==> src/rtl/cfgb_pkg.sv <==
package cfgb_pkg;
  typedef enum logic [1:0] {ST_IDLE, ST_REQ, ST_WAIT, ST_DONE} seq_st_t;

  localparam logic [31:0] KEEP_MASK = 32'h80FF_FFFC;
  localparam logic [31:0] ALL_ONES  = 32'hFFFF_FFFF;

  // bits of the address register that survive a full write
  function automatic logic [31:0] addr_keep(input logic [31:0] w);
    return w & KEEP_MASK;
  endfunction

  // dword-granular match of a host port against a base port
  function automatic logic port_hit(input logic [15:0] port, input logic [15:0] base);
    return port[15:2] == base[15:2];
  endfunction
endpackage

==> src/rtl/cfgb_addr_reg.sv <==
module cfgb_addr_reg
  import cfgb_pkg::*;
(
  input  logic        clk,
  input  logic        rst,
  input  logic        load,
  input  logic [31:0] wdata,
  output logic [31:0] q,
  output logic        en,
  output logic [7:0]  bus,
  output logic [4:0]  dev,
  output logic [2:0]  func,
  output logic [5:0]  regidx
);
  logic [31:0] q_r;

  always_ff @(posedge clk) begin
    if (rst)       q_r <= '0;
    else if (load) q_r <= addr_keep(wdata);
  end

  assign q      = q_r;
  assign en     = q_r[31];
  assign bus    = q_r[23:16];
  assign dev    = q_r[15:11];
  assign func   = q_r[10:8];
  assign regidx = q_r[7:2];
endmodule

==> src/rtl/cfgb_seq.sv <==
module cfgb_seq
  import cfgb_pkg::*;
#(
  parameter int TMO_CYCLES = 16
) (
  input  logic        clk,
  input  logic        rst,
  input  logic        start_fwd,
  input  logic        start_local,
  input  logic [31:0] local_data,
  input  logic        req_ready,
  input  logic        rsp_valid,
  input  logic [31:0] rsp_data,
  input  logic        rsp_absent,
  output logic        idle,
  output logic        req_valid,
  output logic        done,
  output logic [31:0] rdata,
  output logic        tmo_hit
);
  localparam int TW = $clog2(TMO_CYCLES + 1);
  localparam logic [TW-1:0] TMR_LAST = TW'(TMO_CYCLES - 1);

  seq_st_t       st;
  logic [TW-1:0] tmr;
  logic [31:0]   rdata_r;
  logic          busy;
  logic          rsp_take;

  assign busy     = (st == ST_REQ) || (st == ST_WAIT);
  assign rsp_take = (st == ST_WAIT) && rsp_valid;
  assign tmo_hit  = busy && (tmr == TMR_LAST) && !rsp_take;

  always_ff @(posedge clk) begin
    if (rst) begin
      st      <= ST_IDLE;
      tmr     <= '0;
      rdata_r <= '0;
    end else begin
      case (st)
        ST_IDLE: begin
          tmr <= '0;
          if (start_fwd) st <= ST_REQ;
          else if (start_local) begin
            st      <= ST_DONE;
            rdata_r <= local_data;
          end
        end
        ST_REQ: begin
          tmr <= tmr + 1'b1;
          if (tmo_hit) begin
            st      <= ST_DONE;
            rdata_r <= ALL_ONES;
          end else if (req_ready) st <= ST_WAIT;
        end
        ST_WAIT: begin
          tmr <= tmr + 1'b1;
          if (rsp_take) begin
            st      <= ST_DONE;
            rdata_r <= rsp_absent ? ALL_ONES : rsp_data;
          end else if (tmo_hit) begin
            st      <= ST_DONE;
            rdata_r <= ALL_ONES;
          end
        end
        default: st <= ST_IDLE;
      endcase
    end
  end

  assign idle      = (st == ST_IDLE);
  assign req_valid = (st == ST_REQ);
  assign done      = (st == ST_DONE);
  assign rdata     = rdata_r;
endmodule

==> src/rtl/cfg_port_bridge.sv <==
module cfg_port_bridge
  import cfgb_pkg::*;
#(
  parameter logic [15:0] ADDR_PORT  = 16'h0CF8,
  parameter logic [15:0] DATA_PORT  = 16'h0CFC,
  parameter int          TMO_CYCLES = 16
) (
  input  logic        clk,
  input  logic        rst,
  input  logic        io_valid,
  input  logic        io_write,
  input  logic [15:0] io_port,
  input  logic [3:0]  io_be,
  input  logic [31:0] io_wdata,
  output logic        io_done,
  output logic [31:0] io_rdata,
  output logic        dn_req_valid,
  input  logic        dn_req_ready,
  output logic        dn_req_write,
  output logic [7:0]  dn_bus,
  output logic [4:0]  dn_dev,
  output logic [2:0]  dn_func,
  output logic [5:0]  dn_reg,
  output logic [31:0] dn_wdata,
  output logic [3:0]  dn_be,
  input  logic        dn_rsp_valid,
  input  logic [31:0] dn_rsp_data,
  input  logic        dn_rsp_absent
);
  logic        seq_idle;
  logic        accept;
  logic        hit_addr;
  logic        hit_data;
  logic        addr_load;
  logic        start_fwd;
  logic        start_local;
  logic [31:0] local_data;
  logic [31:0] addr_q;
  logic        addr_en;
  logic        tmo_hit;
  logic        wr_q;
  logic [31:0] wdata_q;
  logic [3:0]  be_q;

  assign hit_addr    = port_hit(io_port, ADDR_PORT);
  assign hit_data    = port_hit(io_port, DATA_PORT);
  assign accept      = io_valid && seq_idle && (hit_addr || hit_data);
  assign addr_load   = accept && hit_addr && io_write && (io_be == 4'hF);
  assign start_fwd   = accept && hit_data && addr_en;
  assign start_local = accept && !start_fwd;
  assign local_data  = hit_addr ? addr_q : ALL_ONES;

  cfgb_addr_reg u_areg (
    .clk    (clk),
    .rst    (rst),
    .load   (addr_load),
    .wdata  (io_wdata),
    .q      (addr_q),
    .en     (addr_en),
    .bus    (dn_bus),
    .dev    (dn_dev),
    .func   (dn_func),
    .regidx (dn_reg)
  );

  always_ff @(posedge clk) begin
    if (rst) begin
      wr_q    <= 1'b0;
      wdata_q <= '0;
      be_q    <= '0;
    end else if (start_fwd) begin
      wr_q    <= io_write;
      wdata_q <= io_wdata;
      be_q    <= io_be;
    end
  end

  assign dn_req_write = wr_q;
  assign dn_wdata     = wdata_q;
  assign dn_be        = be_q;

  cfgb_seq #(.TMO_CYCLES(TMO_CYCLES)) u_seq (
    .clk         (clk),
    .rst         (rst),
    .start_fwd   (start_fwd),
    .start_local (start_local),
    .local_data  (local_data),
    .req_ready   (dn_req_ready),
    .rsp_valid   (dn_rsp_valid),
    .rsp_data    (dn_rsp_data),
    .rsp_absent  (dn_rsp_absent),
    .idle        (seq_idle),
    .req_valid   (dn_req_valid),
    .done        (io_done),
    .rdata       (io_rdata),
    .tmo_hit     (tmo_hit)
  );
endmodule

==> config.mk <==
export PLATFORM = sky130hd
export DESIGN_NAME = cfg_port_bridge
export DESIGN_NICKNAME = d
export VERILOG_FILES = /design/src/rtl/cfgb_pkg.sv /design/src/rtl/cfgb_addr_reg.sv /design/src/rtl/cfgb_seq.sv /design/src/rtl/cfg_port_bridge.sv
export SDC_FILE = /design/constraint.sdc
export NUM_CORES = 1
export LEC_CHECK = 0
export ABC_AREA = 1
export BUFFER_PORTS_ARGS = -buffer_cell sky130_fd_sc_hd__buf_2
export CORE_MARGIN = 2
export CORE_UTILIZATION = 51
export DETAILED_ROUTE_END_ITERATION = 16
export GPL_ROUTABILITY_DRIVEN = 0
export GPL_TIMING_DRIVEN = 0
export PLACE_DENSITY_LB_ADDON = 0.05
export SETUP_SLACK_MARGIN = 0.1
export SYNTH_ARGS = -nofsm -noshare
export SYNTH_HDL_FRONTEND = slang
export SYNTH_SLANG_ARGS = --single-unit
==> constraint.sdc <==
create_clock -name clk -period 3.05 [get_ports clk]
set_input_delay 0.61 -clock clk [delete_from_list [all_inputs] [get_ports clk]]
set_output_delay 0.61 -clock clk [all_outputs]
set_load 0.01 [all_outputs]
==> flow_summary_export.csv, run 1 <==
group,metric,value,unit
status,status,"complete, no violations",
cts,cts_sinks,99,
sta,min_period_over_period,69.1,%
floorplan,dieArea,0.0106,mm2
cts,cts_max_path_buffers,2,
global_route,use_met2,48.0,%
cts,hold_buffers,0,
synthesis,synth_top_area_cell,"dfxtp_1",
detailed_routing,drc,0,
layout,syn_to_final_growth,24.6,%
synthesis,synth_area,0.00502,mm2
sta,drv_slew,0,
worst_setup_path,max_stage_delay,0.42,ns
worst_setup_path,slowest_stage,"dfxtp_1",
worst_setup_path,worstSetupPathType,"reg2reg",
synthesis,synthFlopType,"dfxtp_1",
floorplan,start_util,52.1,%
sta,hold_violations,0,
cts,path_clk_slew,0.10,ns
power_and_ir_drop,ir_drop,0.000300,V
detailed_routing,wl_per_cell,14.5,um
synthesis,netlist.area_leader.share,39.5,%
sta,fmax,475,MHz
sta,rsz0062_at_grt,"no",
cts,clock_latency,0.38,ns
sta,worst_pin_slew,0.543,ns
power_and_ir_drop,power,4.44,mW
global_route,grt_max_degree,17,
power_and_ir_drop,cellPowerDensity,709,mW/mm2
sta,setup_viol,0,
synthesis,avgSynthCellArea,6.95,um2
global_route,grt_pass1_wl,23800,um
min_path,holdCritPathClass,"reg2reg",
synthesis,syn_nets,820,
worst_setup_path,cp_top_family,"buffers and inverters",
cts,post_cts_buffers,0,
floorplan,die_h,103,um
global_route,grt_use_met1,35.9,%
global_route,grt_use_total,28.6,%
layout,drive_gt1_share,28.0,%
global_route,gr-max-usage-layer,"met2",
cts,cts_root_buf,"clkbuf_8",
floorplan,coreArea,0.00964,mm2
detailed_routing,vias_per_cell,5.20,
global_route,antenna_found_initial,0,
cts,cts.repair.resized,0,
synthesis,async_flop_share,0,%
worst_setup_path,crit_path_start_kind,"flop",
synthesis,synth_seq_area_share,39.5,%
worst_setup_path,cp_max_fo,10,
cts,h-tree-depth,3,
floorplan,die_width,103,um
layout,nNetsFinal,1012,
cts,cts_tree,"done",
place,io_buffers,181,
synthesis,synth_edf_count,0,
worst_setup_path,end_kind,"flop",
cts,cts_buffers,9,
floorplan,pin_count,184,
sta,maxSlewHeadroom,63.8,%
worst_setup_path,path_buf_inv,3,
power_and_ir_drop,leakagePower,2.94,nW
floorplan,rows,36,
place,place_hpwl,11700,um
global_route,grt-ovfl-total,0,
global_route,use_met3,5.91,%
sta,fin_crit,2.11,ns
synthesis,synth_area_leaders,"dfxtp_1 (40%), o21ai_0 (11%), nand2_1 (8.0%)",
synthesis,synthCells,722,
detailed_routing,drtIter0Drc,283,
sta,final.setup_skew,0.0108,ns
synthesis,synth-seq-cells,99,
sta,fin_setup_tns,0,ns
run,max_cap_viol_count,0,
sta,whs,0.446,ns
worst_setup_path,crit_arrival,2.39,ns
global_route,grt_pass1_vias,5112,
detailed_routing,ant_nets,0,
worst_setup_path,cp_cell_sequence,"inv_1, ha_1, buf_2, buf_1, nand3_1, nand2_1, nand3_1, nand2_1, nor2_1",
detailed_routing,wirelength,15200,um
worst_setup_path,cp.required,3.34,ns
layout,diodes,0,
detailed_routing,drt_pass1_iterations,5,
synthesis,synth.distinct_cells,28,
synthesis,ys_warn_count,0,
detailed_routing,num_vias,5455,
-- sequential cells by signal, summed over array words and instances (netlist names) --
| signal | count |
|---|---|
| dn_req_write | 1 |
| u_seq.tmr | 5 |
| u_seq.rdata | 32 |
| u_seq.st | 2 |
| u_areg.q | 23 |
| dn_be | 4 |
| dn_wdata | 32 |
-- kinds of logic (layout without fill, tap and decap cells) --
family / count (synthesis) / after routing / share of synthesized area [%]
buf+inv: 140 / 335 / 12.5
simple gates: 252 / 252 / 22.0
compound gates: 224 / 224 / 24.2
flops: 99 / 99 / 39.5
fa+ha+maj: 7 / 7 / 1.75
-- path summary, 6_finish.rpt --
path                                   from  slack (ns)  cells past startpoint         endpoint
worst max-delay path            u_seq.st[0]        0.94                      9  u_seq.rdata[11]
worst min-delay path               dn_be[3]        0.45                      2         dn_be[3]
worst max register to register  u_seq.st[0]        0.94                      9  u_seq.rdata[11]
worst min register to register     dn_be[3]        0.45                      2         dn_be[3]
-- power breakdown --
part | switching (mW) | total [mW] | internal, mW
logic | 1.19 | 2.01 | 0.827
clock network | 0.493 | 0.785 | 0.292
registers | 0.160 | 1.64 | 1.48
-- routing by layer --
layer | routed length, um | vias to the layer above
met3 | 1110 | 30
met4 | 330 | 0
met1 | 6490 | 2495
li1 | - | 2724
met2 | 7270 | 206
met5 | 0 | -
-- cell type report --
| class | instances | area, um2 |
|---|---|---|
| plain buffers | 48 | 282 |
| fillers | 935 | 3390 |
| clock inverters | 5 | 40.0 |
| repair buffers | 181 | 906 |
| clock buffers | 9 | 124 |
| flip-flops and latches | 99 | 1980 |
| inverters | 92 | 345 |
| multi-input cells | 483 | 2410 |
| well taps | 133 | 166 |
-- Yosys cell counts, types with 4 or more instances --
cell,number
a21oi_1,77
a21oi_2,20
a22oi_1,8
buf_1,4
buf_2,15
buf_6,4
clkbuf_1,21
dfxtp_1,99
ha_1,7
inv_1,86
inv_2,5
nand2_1,107
nand3_1,52
nor2_1,74
nor3_1,4
o21ai_0,108
o21ai_1,11
-- cells in the final DEF, fill, tap and decap left out, drive strengths merged --
cell type and n:
clkbuf 30, ha 7, nand3 55, nand4 1
nor2 79, a21oi 97, o21ai 119, nor3b 1
inv 92, dfxtp 99, a22oi 8, nor3 4
nand2 112, clkinv 2, buf 208, clkinvlp 3
-- per-stage QoR --
stage	cells	cell area (um2)	setup slack, ns	util, %
finish	1050	6250	0.943	64.9
global route	1050	6250	0.766	64.9
CTS	1050	6250	0.959	64.9
detailed placement	1036	6090	0.891	63.2
global placement	1036	6090	0.936	63.2
floorplan	722	5020	1.34	-
-- worst reg2reg max path, stage by stage, from the launching register on --
cell and delay (ns):
dfxtp_1 0.42, inv_1 0.09, ha_1 0.34, buf_2 0.27, buf_1 0.41, nand3_1 0.17, nand2_1 0.10, nand3_1 0.08
nand2_1 0.08, nor2_1 0.05
No activity file was read; power rests on OpenSTA's default activity.
==> run 2, diff against run 1 <==
--- a/config.mk
+++ b/config.mk
@@ -8,7 +8,7 @@
 export ABC_AREA = 1
 export BUFFER_PORTS_ARGS = -buffer_cell sky130_fd_sc_hd__buf_2
 export CORE_MARGIN = 2
-export CORE_UTILIZATION = 51
+export CORE_UTILIZATION = 45
 export DETAILED_ROUTE_END_ITERATION = 16
 export GPL_ROUTABILITY_DRIVEN = 0
 export GPL_TIMING_DRIVEN = 0
==> constraint.sdc (replaced) <==
create_clock -name clk -period 1.8 [get_ports clk]
set_input_delay 0.36 -clock clk [delete_from_list [all_inputs] [get_ports clk]]
set_output_delay 0.36 -clock clk [all_outputs]
set_load 0.01 [all_outputs]
==> flow_summary_export.csv, run 2 (synthesis results as in run 1) <==
group,metric,value,unit
status,status,"complete, no violations",
layout,drive_gt1_share,32.8,%
layout,syn_to_final_growth,30.1,%
detailed_routing,wl_per_cell,14.9,um
sta,setup_viol,0,
floorplan,die_h,110,um
global_route,use_met3,5.45,%
worst_setup_path,cp.required,2.12,ns
cts,h-tree-depth,3,
worst_setup_path,ff2ff_setup_slack,0.07,ns
cts,path_clk_slew,0.10,ns
worst_setup_path,crit_path_start_kind,"flop",
global_route,gr-max-usage-layer,"met2",
worst_setup_path,crit_arrival,2.05,ns
detailed_routing,drt_pass1_iterations,6,
detailed_routing,drtIter0Drc,427,
layout,final.fill_count,1084,
power_and_ir_drop,ir_drop,0.000587,V
sta,worst_pin_slew,0.535,ns
run,max_cap_viol_count,0,
layout,seq_area,0.00199,mm2
detailed_routing,drc,0,
power_and_ir_drop,cellPowerDensity,1220,mW/mm2
cts,cts_tree,"done",
sta,drv_slew,0,
detailed_routing,ant_nets,0,
cts,hold_buffers,0,
cts,cts_buffers,9,
global_route,antenna_found_initial,0,
layout,final_core_util,60.2,%
global_route,grt_pass1_wl,24600,um
global_route,use_met2,45.4,%
layout,fin_cells,1068,
worst_setup_path,cp_cell_sequence,"ha_4, inv_2, nor3_2, ha_2, nand3_4, inv_6, buf_8, o21ai_1, a22oi_1, nor2_1, nor2_1",
global_route,grt_max_degree,17,
sta,final.setup_skew,0.0105,ns
floorplan,coreArea,0.0108,mm2
floorplan,start_util,46.3,%
layout,nNetsFinal,1021,
layout,final_cell_mix,"buf_2 (193), nand2_1 (105), dfxtp_1 (95)",
global_route,grt_use_total,26.5,%
global_route,grt-ovfl-total,0,
worst_setup_path,worstSetupPathType,"reg2reg",
sta,fin_crit,1.73,ns
worst_setup_path,max_stage_delay,0.37,ns
cts,clock_latency,0.37,ns
place,io_buffers,181,
min_path,min_path_cells,2,
detailed_routing,vias_per_cell,5.16,
worst_setup_path,end_kind,"flop",
floorplan,dieArea,0.0120,mm2
worst_setup_path,cp_max_fo,10,
cts,cts_root_buf,"clkbuf_8",
sta,maxSlewHeadroom,64.3,%
worst_setup_path,cpMostUsedCell,"nor2_1",
detailed_routing,num_vias,5512,
place,place_hpwl,12000,um
layout,final_common_cell,"buf_2",
worst_setup_path,slowest_stage,"dfxtp_2",
floorplan,pin_count,184,
sta,fmax,577,MHz
worst_setup_path,rr_worst_depth,11,
floorplan,die_width,110,um
detailed_routing,wirelength,15900,um
min_path,holdCritPathClass,"in2reg",
layout,multi_input_area,0.00251,mm2
sta,rsz0062_at_grt,"yes",
floorplan,rows,38,
layout,diodes,0,
sta,hold_violations,0,
sta,min_period_over_period,96.3,%
global_route,grt_pass1_vias,5108,
place,dp.cells,1043,
global_route,grt_use_met1,32.9,%
cts,cts_max_path_buffers,2,
cts,cts_sinks,99,
power_and_ir_drop,leakagePower,3.03,nW
## run 2: changes by cell type in the layout (fill, tap and decap cells not counted), sizes merged
cell | before | now
buf | 208 | 220
bufinv | 0 | 1
clkbuf | 30 | 29
clkinvlp | 3 | 1
inv | 92 | 93
## run 2: metal layers
layer | vias to the layer above | routed length, um
met4 | 0 | 318
met5 | - | 0
met2 | 230 | 7690
met3 | 30 | 1170
li1 | 2748 | -
met1 | 2504 | 6740
## run 2: stage by stage
step	instance area, um2	total power [mW]	hold WS (ns)	TNS [ns]	setup slack [ns]
after global routing	6530	8.52	0.203	-0.337	-0.0424
final	6530	7.97	0.208	0	0.0659
after CTS	6460	7.84	0.207	0	0.0627
after floorplan	5020	5.24	0.429	0	0.0963
after global placement	6100	6.14	0.430	-10.25	-0.240
after detailed placement	6100	6.22	0.435	-14.93	-0.283
## run 2: what timing repair did
action,in CTS,in global routing
pin swaps,5,20
resized for setup,51,47
endpoints found under the hold margin,0,0
gates cloned,2,0
endpoints found under the setup margin,99,84
buffers inserted,6,1
## run 2: power by group
part	internal [mW]	leakage (nW)	switching [mW]	total, mW
Sequential	2.52	0.808	0.313	2.83
Combinational	1.55	2.13	2.13	3.68
Clock	0.653	0.0943	0.810	1.46
Total	4.72	3.03	3.25	7.97
## run 2: worst max-delay path, delay by kind of cell (launching register included)
family | cells | cell delay (ns)
buf+inv | 3 | 0.28
fa+ha+maj | 2 | 0.36
simple gates | 4 | 0.39
compound gates | 2 | 0.26
flops | 1 | 0.37
## run 2: layout make-up
cell class	count	share of cell area (%)
Inverter	92	5.46
Sequential cell	99	30.6
Timing Repair Buffer	190	15.0
Multi-Input combinational cell	483	38.4
Clock inverter	5	0.920
Clock buffer	11	2.01
Buffer	48	4.98
Tap cell	140	2.68
## run 2: final timing paths
kind | from | end
worst max-delay path | u_seq.tmr[1] | u_seq.rdata[21]
worst min-delay path | rst | u_seq.tmr[1]
worst max register to register | u_seq.tmr[1] | u_seq.rdata[21]
worst min register to register | dn_req_write | dn_req_write
==> run 3, diff against run 2 <==
--- a/config.mk
+++ b/config.mk
@@ -7,8 +7,10 @@
 export LEC_CHECK = 0
 export ABC_AREA = 1
 export BUFFER_PORTS_ARGS = -buffer_cell sky130_fd_sc_hd__buf_2
-export CORE_MARGIN = 2
-export CORE_UTILIZATION = 45
+export CELL_PAD_IN_SITES_DETAIL_PLACEMENT = 1
+export CELL_PAD_IN_SITES_GLOBAL_PLACEMENT = 1
+export CORE_MARGIN = 4
+export CORE_UTILIZATION = 31
 export DETAILED_ROUTE_END_ITERATION = 16
 export GPL_ROUTABILITY_DRIVEN = 0
 export GPL_TIMING_DRIVEN = 0
==> flow_summary_export.csv, run 3 (synthesis results as in run 1) <==
group,metric,value,unit
worst_setup_path,worstSetupPathType,"reg2reg",
detailed_routing,num_vias,5549,
sta,min_period_over_period,96.4,%
power_and_ir_drop,p_int,5.23,mW
global_route,use_met3,4.94,%
sta,final.setup_skew,0.00798,ns
sta,drv_slew,0,
worst_setup_path,cp_max_fo,10,
cts,cts_max_path_buffers,2,
sta,postLayoutSetupSlackWorst,0.0656,ns
floorplan,pin_count,184,
floorplan,rows,46,
detailed_routing,drtIter0Drc,155,
place,io_buffers,181,
power_and_ir_drop,leakagePower,3.16,nW
power_and_ir_drop,swShare,40.4,%
power_and_ir_drop,power.switching,3.54,mW
cts,path_clk_slew,0.07,ns
min_path,holdCritPathClass,"in2reg",
power_and_ir_drop,ir_drop,0.000511,V
power_and_ir_drop,clkPwrFrac,22.0,%
cts,hold_buffers,0,
floorplan,dieArea,0.0183,mm2
global_route,use_met2,38.6,%
status,status,"complete, no violations",
cts,cts_root_buf,"clkbuf_16",
layout,nNetsFinal,1028,
worst_setup_path,crit_path_start_kind,"flop",
cts,cts_tree,"done",
sta,hold_violations,0,
cts,cts_sinks,99,
place,dp_slack,-0.420,ns
power_and_ir_drop,p_seq_share,32.3,%
power_and_ir_drop,power,8.77,mW
floorplan,die_width,135,um
layout,fin_cells,1151,
run,max_cap_viol_count,0,
sta,rsz0062_at_grt,"yes",
worst_setup_path,crit_arrival,2.02,ns
place,place_hpwl,15400,um
layout,fin_area,0.00693,mm2
cts,h-tree-depth,3,
floorplan,die_h,135,um
power_and_ir_drop,comb_power_share,45.7,%
place,dp.cells,1119,
sta,maxSlewHeadroom,61.7,%
layout,final_common_cell,"buf_2",
worst_setup_path,end_kind,"flop",
floorplan,coreArea,0.0159,mm2
detailed_routing,wl_per_cell,17.3,um
global_route,grt_use_met1,25.7,%
worst_setup_path,cp.required,2.09,ns
layout,drive_gt1_share,35.3,%
detailed_routing,drt_pass1_iterations,4,
detailed_routing,vias_per_cell,4.82,
floorplan,start_util,31.6,%
cts,clock_latency,0.35,ns
power_and_ir_drop,cellPowerDensity,1270,mW/mm2
global_route,antenna_found_initial,1,
global_route,grt_use_total,21.5,%
sta,worst_pin_slew,0.575,ns
cts,cts_buffers,9,
sta,fin_crit,1.73,ns
detailed_routing,ant_nets,0,
global_route,grt-ovfl-total,0,
global_route,grt_pass1_wl,30800,um
place,placed_cell_area,0.00619,mm2
sta,fmax,577,MHz
layout,final_cell_mix,"buf_2 (191), nand2_1 (104), dfxtp_1 (94)",
global_route,grt_pass1_vias,5821,
detailed_routing,wirelength,19900,um
detailed_routing,drc,0,
min_path,min_path_cells,2,
sta,setup_viol,0,
worst_setup_path,rr_worst_depth,13,
global_route,grt_max_degree,17,
global_route,gr-max-usage-layer,"met2",
layout,syn_to_final_growth,38.0,%
run 3: cell types whose count changed in the layout (fill, tap and decap cells not counted), sizes merged:
| cell | change |
|---|---|
| clkinv | +2 |
| buf | +9 |
| inv | -2 |
| diode | +1 |
| bufinv | -1 |
| clkbuf | -2 |
run 3: power groups by stage:
stage,Clock [mW],Sequential (mW),Combinational (mW)
3_5_place_dp,0,2.84,3.56
5_1_grt,2.07,2.88,4.44
6_report,1.93,2.83,4.01
4_1_cts,1.97,2.83,3.90
2_1_floorplan,0,2.90,2.34
3_3_place_gp,0,2.82,3.44
run 3: worst max-delay path, cell delays in order (launching register included):
cell and delay (ns):
dfxtp_2 0.35, ha_4 0.15, inv_4 0.04, nor3_4 0.10, ha_2 0.21, nand3_4 0.10, inv_6 0.11, buf_8 0.14
o21ai_0 0.08, nand3_1 0.08, nand2_1 0.06, nand3_1 0.08, nand2_1 0.06, nor2_1 0.11
run 3: final timing paths:
kind | start | endpoint | slack (ns)
setup / recovery | u_seq.tmr[0] | u_seq.rdata[11] | 0.07
hold / removal | rst | u_seq.st[0] | 0.26
setup reg to reg | u_seq.tmr[0] | u_seq.rdata[11] | 0.07
hold reg to reg | dn_wdata[24] | dn_wdata[24] | 0.44
run 3: layer usage:
layer / up-vias / part of all wire (%)
met5: - / 0
li1: 2766 / -
met4: 0 / 1.7
met2: 123 / 50
met1: 2639 / 42
met3: 21 / 5.4
run 3: repair_timing:
item,CTS,global route
gates cloned,2,0
endpoints found under the hold margin,0,0
buffers inserted,12,5
pin swaps,25,18
gates resized for setup,76,54
endpoints found under the setup margin,100,89
run 3: area by class of cell:
class | count | area, um2
Fill cell | 2095 | 8960
Multi-Input combinational cell | 483 | 2600
Sequential cell | 99 | 1990
Timing Repair Buffer | 199 | 1060
Inverter | 92 | 367
Buffer | 46 | 347
Tap cell | 216 | 270
Clock buffer | 11 | 253
Clock inverter | 4 | 35.0
Antenna cell | 1 | 2.50
run 3: metrics by stage:
stage          hold slack, ns  setup TNS, ns  util (%)
2_1_floorplan           0.429              0         -
3_3_place_gp            0.431         -15.87      39.0
3_5_place_dp            0.434         -24.98      39.0
4_1_cts                 0.247              0      42.9
5_1_grt                 0.270          -1.15      43.6
6_report                0.263              0      43.6
